`config.mk`:
```
export PLATFORM = sky130hd
export DESIGN_NAME = dom_perm_check
export DESIGN_NICKNAME = d
export VERILOG_FILES = /design/src/rtl/dom_perm_check.sv
export SDC_FILE = /design/constraint.sdc
export NUM_CORES = 1
export LEC_CHECK = 0
export BUFFER_PORTS_ARGS = -buffer_cell sky130_fd_sc_hd__buf_2
export CAP_MARGIN = 30
export CORE_AREA = 3 3 88 90
export DETAILED_ROUTE_END_ITERATION = 10
export DIE_AREA = 0 0 91 93
export HOLD_SLACK_MARGIN = 0.08
export PLACE_DENSITY = 0.7
export SLEW_MARGIN = 0
export SYNTH_ARGS = -nofsm -noshare
export SYNTH_HDL_FRONTEND = slang
export SYNTH_SLANG_ARGS = --single-unit
```
`constraint.sdc`:
```
create_clock -name clk -period 2.35 [get_ports clk]
set_clock_uncertainty 0.1 [all_clocks]
set_input_delay 0.1175 -clock clk [delete_from_list [all_inputs] [get_ports clk]]
set_output_delay 0.1175 -clock clk [all_outputs]
set_load 0.1 [all_outputs]
```
`src/rtl/dom_perm_check.sv`:
```
module dom_perm_check #(
  parameter  int AW   = 32,
  parameter  int NDOM = 16,
  localparam int DW   = $clog2(NDOM),
  localparam int CW   = 2 * NDOM
) (
  input  logic          clk,
  input  logic          rst_n,
  input  logic          ctl_we,
  input  logic [CW-1:0] ctl_wdata,
  input  logic          stat_clr,
  input  logic          acc_valid,
  input  logic [1:0]    acc_kind,
  input  logic          acc_priv,
  input  logic [AW-1:0] acc_vaddr,
  input  logic [DW-1:0] desc_dom,
  input  logic [1:0]    desc_ap,
  input  logic          desc_xn,
  output logic          acc_allow,
  output logic          acc_fault,
  output logic          exc_req,
  output logic          fsr_valid,
  output logic [1:0]    fsr_code,
  output logic [DW-1:0] fsr_dom,
  output logic [AW-1:0] far_addr
);
  localparam logic [1:0] C_NONE = 2'b00, C_DOM = 2'b01, C_PERM = 2'b10, C_XN = 2'b11;

  logic [CW-1:0] dom_ctl;
  logic [1:0]    dmode, cause;
  logic          is_fetch, is_write, ap_ok;

  assign dmode    = dom_ctl[{desc_dom, 1'b0} +: 2];
  assign is_fetch = acc_kind[1];
  assign is_write = (acc_kind == 2'b01);

  always_comb begin
    case (desc_ap)
      2'b00:   ap_ok = 1'b0;
      2'b01:   ap_ok = acc_priv;
      2'b10:   ap_ok = acc_priv | ~is_write;
      default: ap_ok = 1'b1;
    endcase
  end

  always_comb begin
    case (dmode)
      2'b11:   cause = C_NONE;
      2'b01:   cause = (desc_xn && is_fetch) ? C_XN : (ap_ok ? C_NONE : C_PERM);
      default: cause = C_DOM;
    endcase
  end

  assign acc_fault = acc_valid && (cause != C_NONE);
  assign acc_allow = acc_valid && (cause == C_NONE);

  always_ff @(posedge clk) begin
    if (!rst_n) begin
      dom_ctl   <= '0;
      exc_req   <= 1'b0;
      fsr_valid <= 1'b0;
      fsr_code  <= C_NONE;
      fsr_dom   <= '0;
      far_addr  <= '0;
    end else begin
      if (ctl_we) dom_ctl <= ctl_wdata;
      exc_req <= acc_fault;
      if (stat_clr) fsr_valid <= 1'b0;
      if (acc_fault && (!fsr_valid || stat_clr)) begin
        fsr_valid <= 1'b1;
        fsr_code  <= cause;
        fsr_dom   <= desc_dom;
        far_addr  <= acc_vaddr;
      end
    end
  end

  AST_EXC_AFTER_FAULT: assert property (@(posedge clk) disable iff (!rst_n) acc_fault |=> exc_req);
  AST_EXC_HAS_CAUSE: assert property (@(posedge clk) disable iff (!rst_n) exc_req |-> $past(acc_fault));
  AST_STATUS_HELD: assert property (@(posedge clk) disable iff (!rst_n)
    (fsr_valid && !stat_clr) |=> (fsr_valid && $stable(fsr_code) && $stable(fsr_dom) && $stable(far_addr)));
  AST_BYPASS_ALLOWS: assert property (@(posedge clk) disable iff (!rst_n)
    (acc_valid && dmode == 2'b11) |-> acc_allow);
  AST_REFUSE_FAULTS: assert property (@(posedge clk) disable iff (!rst_n)
    (acc_valid && dmode[0] == 1'b0) |-> acc_fault);
  AST_DATA_IGNORES_XN: assert property (@(posedge clk) disable iff (!rst_n)
    (acc_valid && !acc_kind[1] && dmode == 2'b01 && desc_ap == 2'b11) |-> acc_allow);
  AST_VERDICT_EXCL: assert property (@(posedge clk) disable iff (!rst_n) !(acc_allow && acc_fault));
endmodule

```
==> results of run 1 <==
[cells in the final DEF (no fill, tap or decap), drive strengths merged, types with 2 or more instances in the layout]
master / synthesis / routed
mux2i: 79 / 79
nand2: 74 / 74
nor2b: 33 / 33
or2: 2 / 2
clkinv: 0 / 2
clkbuf: 13 / 11
dfxtp: 72 / 72
buf: 10 / 128
a31oi: 2 / 2
clkinvlp: 0 / 2
mux4: 6 / 6
dlygate4sd3: 0 / 68
o221a: 2 / 2
[cell families after synthesis]
logic type | Yosys count | synth area share [%]
flip-flops | 72 | 46.1
multiplexers | 85 | 29.6
AO/OA/AOI/OAI | 9 | 2.84
buffers and inverters | 24 | 4.52
AND/OR/NAND/NOR | 114 | 16.9
[metal layers]
metal / vias to the layer above / global-route usage (%) / routed length [um]
li1: 1387 / - / -
met1: 1238 / 24.1 / 3500
met2: 96 / 34.2 / 3940
met3: 20 / 4.51 / 452
met4: 0 / 9.17 / 210
met5: - / 0 / 0
[worst paths after layout]
check                                 start           end  slack, ns
worst max-delay path            dom_ctl[11]     acc_allow       0.14
worst min-delay path            desc_dom[2]    fsr_dom[2]       0.11
worst max register to register  dom_ctl[14]  far_addr[14]       0.34
worst min register to register  far_addr[2]   far_addr[2]       0.36
[worst min-delay path: stages]
cell     delay, ns
buf_2         0.21
nand2_1       0.09
mux2i_1       0.06
[state kept, by name, indices dropped and copies added (netlist names)]
register / cells
fsr_dom: 4
fsr_code: 2
exc_req: 1
dom_ctl: 32
fsr_valid: 1
far_addr: 32
[final cells by class]
type                            instances  area [um^2]  area share, %
Clock buffer                           11          151           3.20
Clock inverter                          5         55.1           1.16
Inverter                                1         3.75         0.0792
Timing Repair Buffer                  196         1400           29.5
Sequential cell                        72         1440           30.4
Tap cell                               99          124           2.61
Multi-Input combinational cell        208         1570           33.1
[repair_timing]
item                                    CTS  global route
endpoints found under the hold margin    68             0
endpoints found under the setup margin    0             1
hold buffers                             68             0
gates resized for setup                   0             1
[per-stage QoR]
step | hold slack [ns] | area, um^2
2_1_floorplan | 0.160 | 3140
3_3_place_gp | 0.269 | 3850
3_5_place_dp | 0.273 | 3850
4_1_cts | 0.0815 | 4730
5_1_grt | 0.122 | 4740
6_report | 0.108 | 4740
[power breakdown]
group | total, mW | switching (mW) | internal (mW)
clock | 0.997 | 0.453 | 0.544
sequential | 1.35 | 0.0463 | 1.31
combinational | 0.948 | 0.633 | 0.315
total | 3.30 | 1.13 | 2.17
==> results summary, run 1 <==
The total power is ~3.3 mW. The number of maximum-capacitance constraint violations came out at 0. The count of buffer and inverter cells on the critical path is 1. In this run the standard cell core region covers 7140 um^2. The total setup buffers inserted after CTS came out at 0. The transition time at the pin with the least slew margin came out at between 0.5 and 0.6 ns.

The die is roughly 93 um tall. In the routed layout, each cell is associated on average with a via count of 4.63. The total routed wirelength is between 8000 and 9000 um. Traced cell by cell, the critical path runs through mux2i_1 > mux4_2 > a22oi_4 > and3_1 > buf_12. The count of final max-slew check failures came out at 0. The path length in cells of the critical path came out at 5. In the synthesized netlist the dominant register cell turns out to be dfxtp_1. The per-cell routed wire length came out at between 10 and 15 um.

The largest fanout on the critical path is 5. After routing, the total negative slack on setup checks comes to 0 ns. The worst-skew pair later-pin latency is ~0.33 ns.

The synthesized cell area is 3130 um^2. The first routing iteration left 56 violations. Setup violations remaining at the end of the flow were counted as 0. From left edge to right edge, the die measures between 90 and 100 um. Dividing the synthesized area by the synthesized cell count gives between 10 and 15 um^2. The via count of the first global-routing pass is ~2900.

The post-route fraction of the period consumed by the critical path came out at between 90 and 100%. The async set-or-reset flop fraction in the synthesized netlist came out at 0%. The number of nets still failing antenna checks after routing is 0. The count of pins on the block boundary came out at approximately 120. The total of warnings raised by yosys is 0. By area the synthesized netlist is led by dfxtp_1 (46%), mux2i_1 (25%), nand2_1 (8.9%). The worst-case vdd ir drop came out at between 0.3 and 0.4 mV.

After legalization and detailed placement, the total HPWL measured between 5000 and 6000 um. In this run, synthesis produced a sequential element count of 72. The area share of the leading cell type in the synthesized netlist came out at between 40% and 50%. The area growth from synthesis to final layout is 51.5%. Clock-pin slew was measured on the worst setup and hold paths at ~0.070 ns. The worst hold path passes through 3 cells. For this run, the detailed router's first-pass iteration total came to 4. The count of non-filler cells in the finished layout is between 500 and 600.

The critical-path cell with the highest stage delay is mux4_2. The count of flip-flops with a built-in enable after synthesis came out at 0. The path class of the tightest hold or removal check is input pin to flip-flop. The global-route congestion overflow total is 0. The critical path arrival came out at around 2.0 ns. The run finished with clean final reports. Among all cell types in the netlist, the one instantiated most often is mux2i_1. The worst-case setup margin in the final layout is about 0.14 ns. CTS placed an instance of clkbuf_8 at the clock tree root. The port buffer count is 120. Entering global routing, the biggest net connects 37 pins. The tree built by TritonCTS fans out to roughly 70 sinks. The overall global routing resource usage came out at between 20% and 30%.

The sequential fraction of the synthesis area came out at between 40% and 50%. The worst setup path is of the flip-flop to output pin kind. The total CTS buffers is 9.

The congestion estimate from routability-driven global placement came to 0.774. The first global-routing pass estimated 13600 um of wire. The number of endpoints with negative hold slack in the final report came out at 0. The number of antenna violations at the first check in global routing is 0. The worst setup path is captured at an output pin. The utilization of the core after routing is between 60 and 70%. The most area-hungry cell type in the Yosys netlist is dfxtp_1. The required time of the worst setup path came out at 2.13 ns.

The synthesized netlist cell count is between 300 and 400. The number of nets in the final layout is approximately 570. The kind of cell with the highest combined delay along the critical path is multiplexers.

The synthesized netlist net count came out at about 380. The initial core utilization is a little over two fifths. The fraction of layout instances using a drive strength above 1 is a little under a third.

The TritonCTS clock tree is yes. The top achievable clock speed came out at 0.452 GHz. The via total after detailed routing is approximately 2700. Summed over all cells, the static leakage comes to about 2.3 nW. The number of antenna diodes in the final layout is 0. The largest stage delay on the critical path came out at roughly 0.52 ns. The H-tree depth reported by CTS is 3. After floorplanning, the core was divided into 31 placement rows. The number of different library cells used by synthesis comes to 25. The DRC violation count after routing came out at 0. The number of cell instances on the worst register-to-register path came out at 6.

Setup repair after global routing left no endpoint under its margin. The total power density per cell area came out at 696 nW/um^2. The commonest cells after synthesis are mux2i_1 (79), nand2_1 (74), dfxtp_1 (72). The sort of element at the start of the critical path is a flip-flop. OpenSTA, run right after detailed placement, puts the worst setup slack at 0.156 ns.

The relative slew slack is a little over 60%. The overall die area came out at between 8000 and 9000 um^2. The number of filler instances in the final layout came out at around 600. The cell total after placement came out at roughly 510. In this run the deepest clock path goes through 2 buffers. The final critical-path required period is around 2.2 ns.
Power figures use the tool's default switching activity.
==> run 2, diff against run 1 <==
- ABC_AREA: default -> 1
- CORE_AREA: 3 3 88 90 -> 3 3 89 91
- DIE_AREA: 0 0 91 93 -> 0 0 92 94
- PLACE_DENSITY: 0.7 -> 0.69
- SKIP_LAST_GASP: default -> 1
==> run 2 against run 1 <==
Compared with the run above: power rose by 16%; clock-buffer cell count fell by 1; synthesized cell count rose by 54%; first-iteration DRC count rose to 2.5 times the previous value; via count rose by 21%; global-route usage fell by 0.12 points; register-to-register slack improved by 0.11 ns; hold slack improved by 0.027 ns; critical endpoint is now acc_fault; sequential cell count did not move.
==> results summary, run 2 <==
Entering global routing, the biggest net connects roughly 50 pins. The most numerous cell in the Yosys netlist is nor2_1. The count of clock tree sinks came out at 72. The cell total after placement is around 670.

The first detailed-routing pass ran for 4 iterations. In this run, synthesis produced a sequential element count of 72. The analysis attributes to cell leakage a power of approximately 2.5 nW.

After clock tree synthesis, the clock-pin slew on the worst setup and hold paths is around 0.070 ns. From synthesis to final layout, the design area changed by 50.1%. The H-tree depth reported by CTS came out at 3. The synthesized netlist net count is 546. Setup repair after global routing could not meet its margin everywhere. The sort of element at the start of the critical path is an input pin.

Max-cap violations in this run came to 0. For this block, the routed nets add up to ~8400 um of wire. The largest fanout on the critical path came out at 11.

The worst path needs roughly 2.2 ns of the cycle, external delays included. The cell area after placement is 3790 um^2. The area taken by flip-flops and latches is between 1000 and 1500 um^2. The count of pins on the block boundary came out at between 100 and 150.

The relative contribution of sequential cells to total power came out at a little over a third. The relative slew slack came out at 66.2%. The repair_antennas step left the layout with diodes totalling 0.

The worst setup path is of the input pin to output pin kind. The cell-internal power came out at around 2.5 mW. For this run, the post-layout net count is roughly 730.

Final hold analysis gives a worst-case slack of between 0.1 and 0.15 ns. The routability congestion estimate is 0.861. In this run the clock root is driven by a clkbuf_8. The post-route fraction of the period consumed by the critical path came out at between 90% and 100%. At the worst endpoint, the required time is 2.13 ns. The detailed-route vias per instance came out at roughly 4.4. The initial utilization of the core area, before any placement, comes to approximately 44%. The initial detailed-routing violation count came out at 140. TritonCTS built the clock tree. The number of endpoints with negative hold slack in the final report came out at 0. The worst min-delay path class is input pin to flip-flop. The mean instance size in the synthesized netlist is between 6 and 7 um^2. The count of flip-flops with a built-in enable after synthesis came out at 0.

The top cell types in the final layout, fill and taps aside, are buf_2 (118), nor2_1 (114), nand2_1 (103). The number of filler instances in the final layout is ~630. The port buffer count came out at 120. Summed over its instances, the top area cell type makes up 45.3% of the synthesized netlist area. The number of distinct library cells after synthesis came out at 19. The DRC violation count after routing is 0. The clock reaches the later pin of the worst-skew pair after about 0.33 ns. The count of final max-slew check failures was 0.

Setup slack on the worst reg-to-reg path comes out at around 0.45 ns. The top achievable clock speed is between 0.4 and 0.5 GHz. The total of warnings raised by yosys came out at 0.

After clock tree synthesis, the setup repair step added 0 buffers. The total net switching power came out at around 1.3 mW. In the post-synthesis netlist, the biggest area contributors are dfxtp_1 (45%), nor2_1 (13%), nand2_1 (12%).

Dividing the detail-routed wire length by the instance count gives approximately 11 um. The net switching share of the total power is 35.3%. The count of non-filler cells in the finished layout is around 750.

Summing every instance area after synthesis gives between 3000 and 4000 um^2. At the pin with the least slew margin, the transition time is ~0.51 ns. The critical path arrival came out at ~2 ns. Leaving out fill and tap cells, the most frequent cell in the layout is buf_2. Summed over all layers, the global routing overflow is 0. The final route contains roughly 3300 vias.

After legalization and detailed placement, the total HPWL measured around 5500 um. The total power is 3.81 mW. The async set-or-reset flop fraction in the synthesized netlist came out at 0%. The commonest cells after synthesis are nor2_1 (114), nand2_1 (103), dfxtp_1 (72).

The synthesized netlist cell count is about 470. The floorplan step set the die width to just over 90 um. The overall global routing resource usage is between 10% and 20%. The sequential fraction of the synthesis area is between 40 and 50%. The multi-input combinational cells in the finished layout cover a total of 1330 um^2. The y dimension of the die is ~94 um.

The total CTS buffers is 9. The fraction of layout instances using a drive strength above 1 came out at between 20% and 30%. In the final layout, the registers with the most flip-flops are dom_ctl (32), far_addr (32), fsr_dom (4). The core box area came out at around 7200 um^2. The floorplan step defined a die boundary enclosing roughly 8600 um^2.

The final count of negative-setup-slack endpoints came out at 0. The flow ran to the end, and the final reports show no timing, DRC or antenna violations. The via count of the first global-routing pass came out at 3185. The dominant register cell in the synthesized netlist is dfxtp_1. The first-pass GRT wire length came out at approximately 14000 um. The number of placement rows is 31. The number of nets still failing antenna checks after routing is 0. The most area-hungry cell type in the Yosys netlist is dfxtp_1. The final sum of negative setup slack is 0 ns. The critical path capture point type is an output pin. No sink is reached through more buffers than the 2 on the longest clock path.

The post-route cell area came out at ~4800 um^2. The number of antenna violations at the first check in global routing came out at 0. For this design the ratio of total power to cell area is approximately 800 nW/um^2. IR analysis of the VDD net gives a maximum drop of roughly 0.4 mV. The combinational group share of total power is between 30% and 40%. The clock network fraction of total power came out at about 34%.
[run 2: changes by cell type in the layout (fill, tap and decap cells not counted), sizes merged, moves of 3 or more]
cell,delta
a21oi,+19
bufinv,+3
inv,+64
mux2i,-79
mux4,-6
nand2,+31
nand3,+18
nor2,+113
nor2b,-33
o211ai,+4
o21ai,+41
[run 2: area by class of cell]
class	count	share of cell area, %
clock buffers	10	2.88
clock inverters	6	2.73
inverters	65	5.11
multi-input cells	304	27.8
flip-flops and latches	72	30.2
well taps	99	2.60
repair buffers	196	28.7
[run 2: routing by layer]
layer  part of all wire (%)  GRT usage (%)  vias to the layer above
li1                       -              -                     1773
met2                     50           35.5                      100
met1                     43           23.1                     1425
met4                    2.1           8.66                        0
met3                    5.4           3.93                       18
met5                      0              0                        -
[run 2: path summary, 6_finish.rpt]
| check | from | endpoint | cells past startpoint |
|---|---|---|---|
| setup / recovery | desc_dom[1] | acc_fault | 12 |
| hold / removal | ctl_we | dom_ctl[31] | 3 |
| setup reg to reg | dom_ctl[12] | fsr_valid | 10 |
| hold reg to reg | dom_ctl[26] | dom_ctl[26] | 2 |
[run 2: what timing repair did]
item                       4_1_cts  5_1_grt
gates resized for setup          0        5
setup endpoints to repair        0        5
hold endpoints to repair        69        0
hold buffers                    70        0
[run 2: cell families (layout without fill, tap and decap cells)]
family          after synthesis  in the layout  synth area share [%]
buf+inv                      91            277                  12.9
simple gates                239            239                  30.6
compound gates               65             65                  11.2
flops                        72             72                  45.3
[run 2: metrics by stage]
stage                     setup slack (ns)  utilization (%)
after detailed placement             0.276             52.6
final                                0.136             66.1
after floorplan                     0.0207                -
after global placement               0.331             52.6
after CTS                           0.0171             66.0
after global routing               -0.0256             66.1
[run 2: power by group through the flow]
stage	Combinational (mW)	Clock (mW)	Sequential, mW
6_report	1.15	1.29	1.38
4_1_cts	1.14	1.31	1.38
2_1_floorplan	0.349	0	1.92
5_1_grt	1.23	1.36	1.39
3_3_place_gp	1.04	0	1.40
3_5_place_dp	1.05	0	1.41
[run 2: worst max-delay path, cell delays in order]
cell and delay [ns]:
dlygate4sd3_1 0.53, buf_2 0.18, inv_2 0.21, nor2_1 0.08
o21ai_1 0.08, nand3_1 0.10, nand3_2 0.09, nand2_2 0.06
nand2_2 0.09, nand2_1 0.09, inv_1 0.08, buf_4 0.29
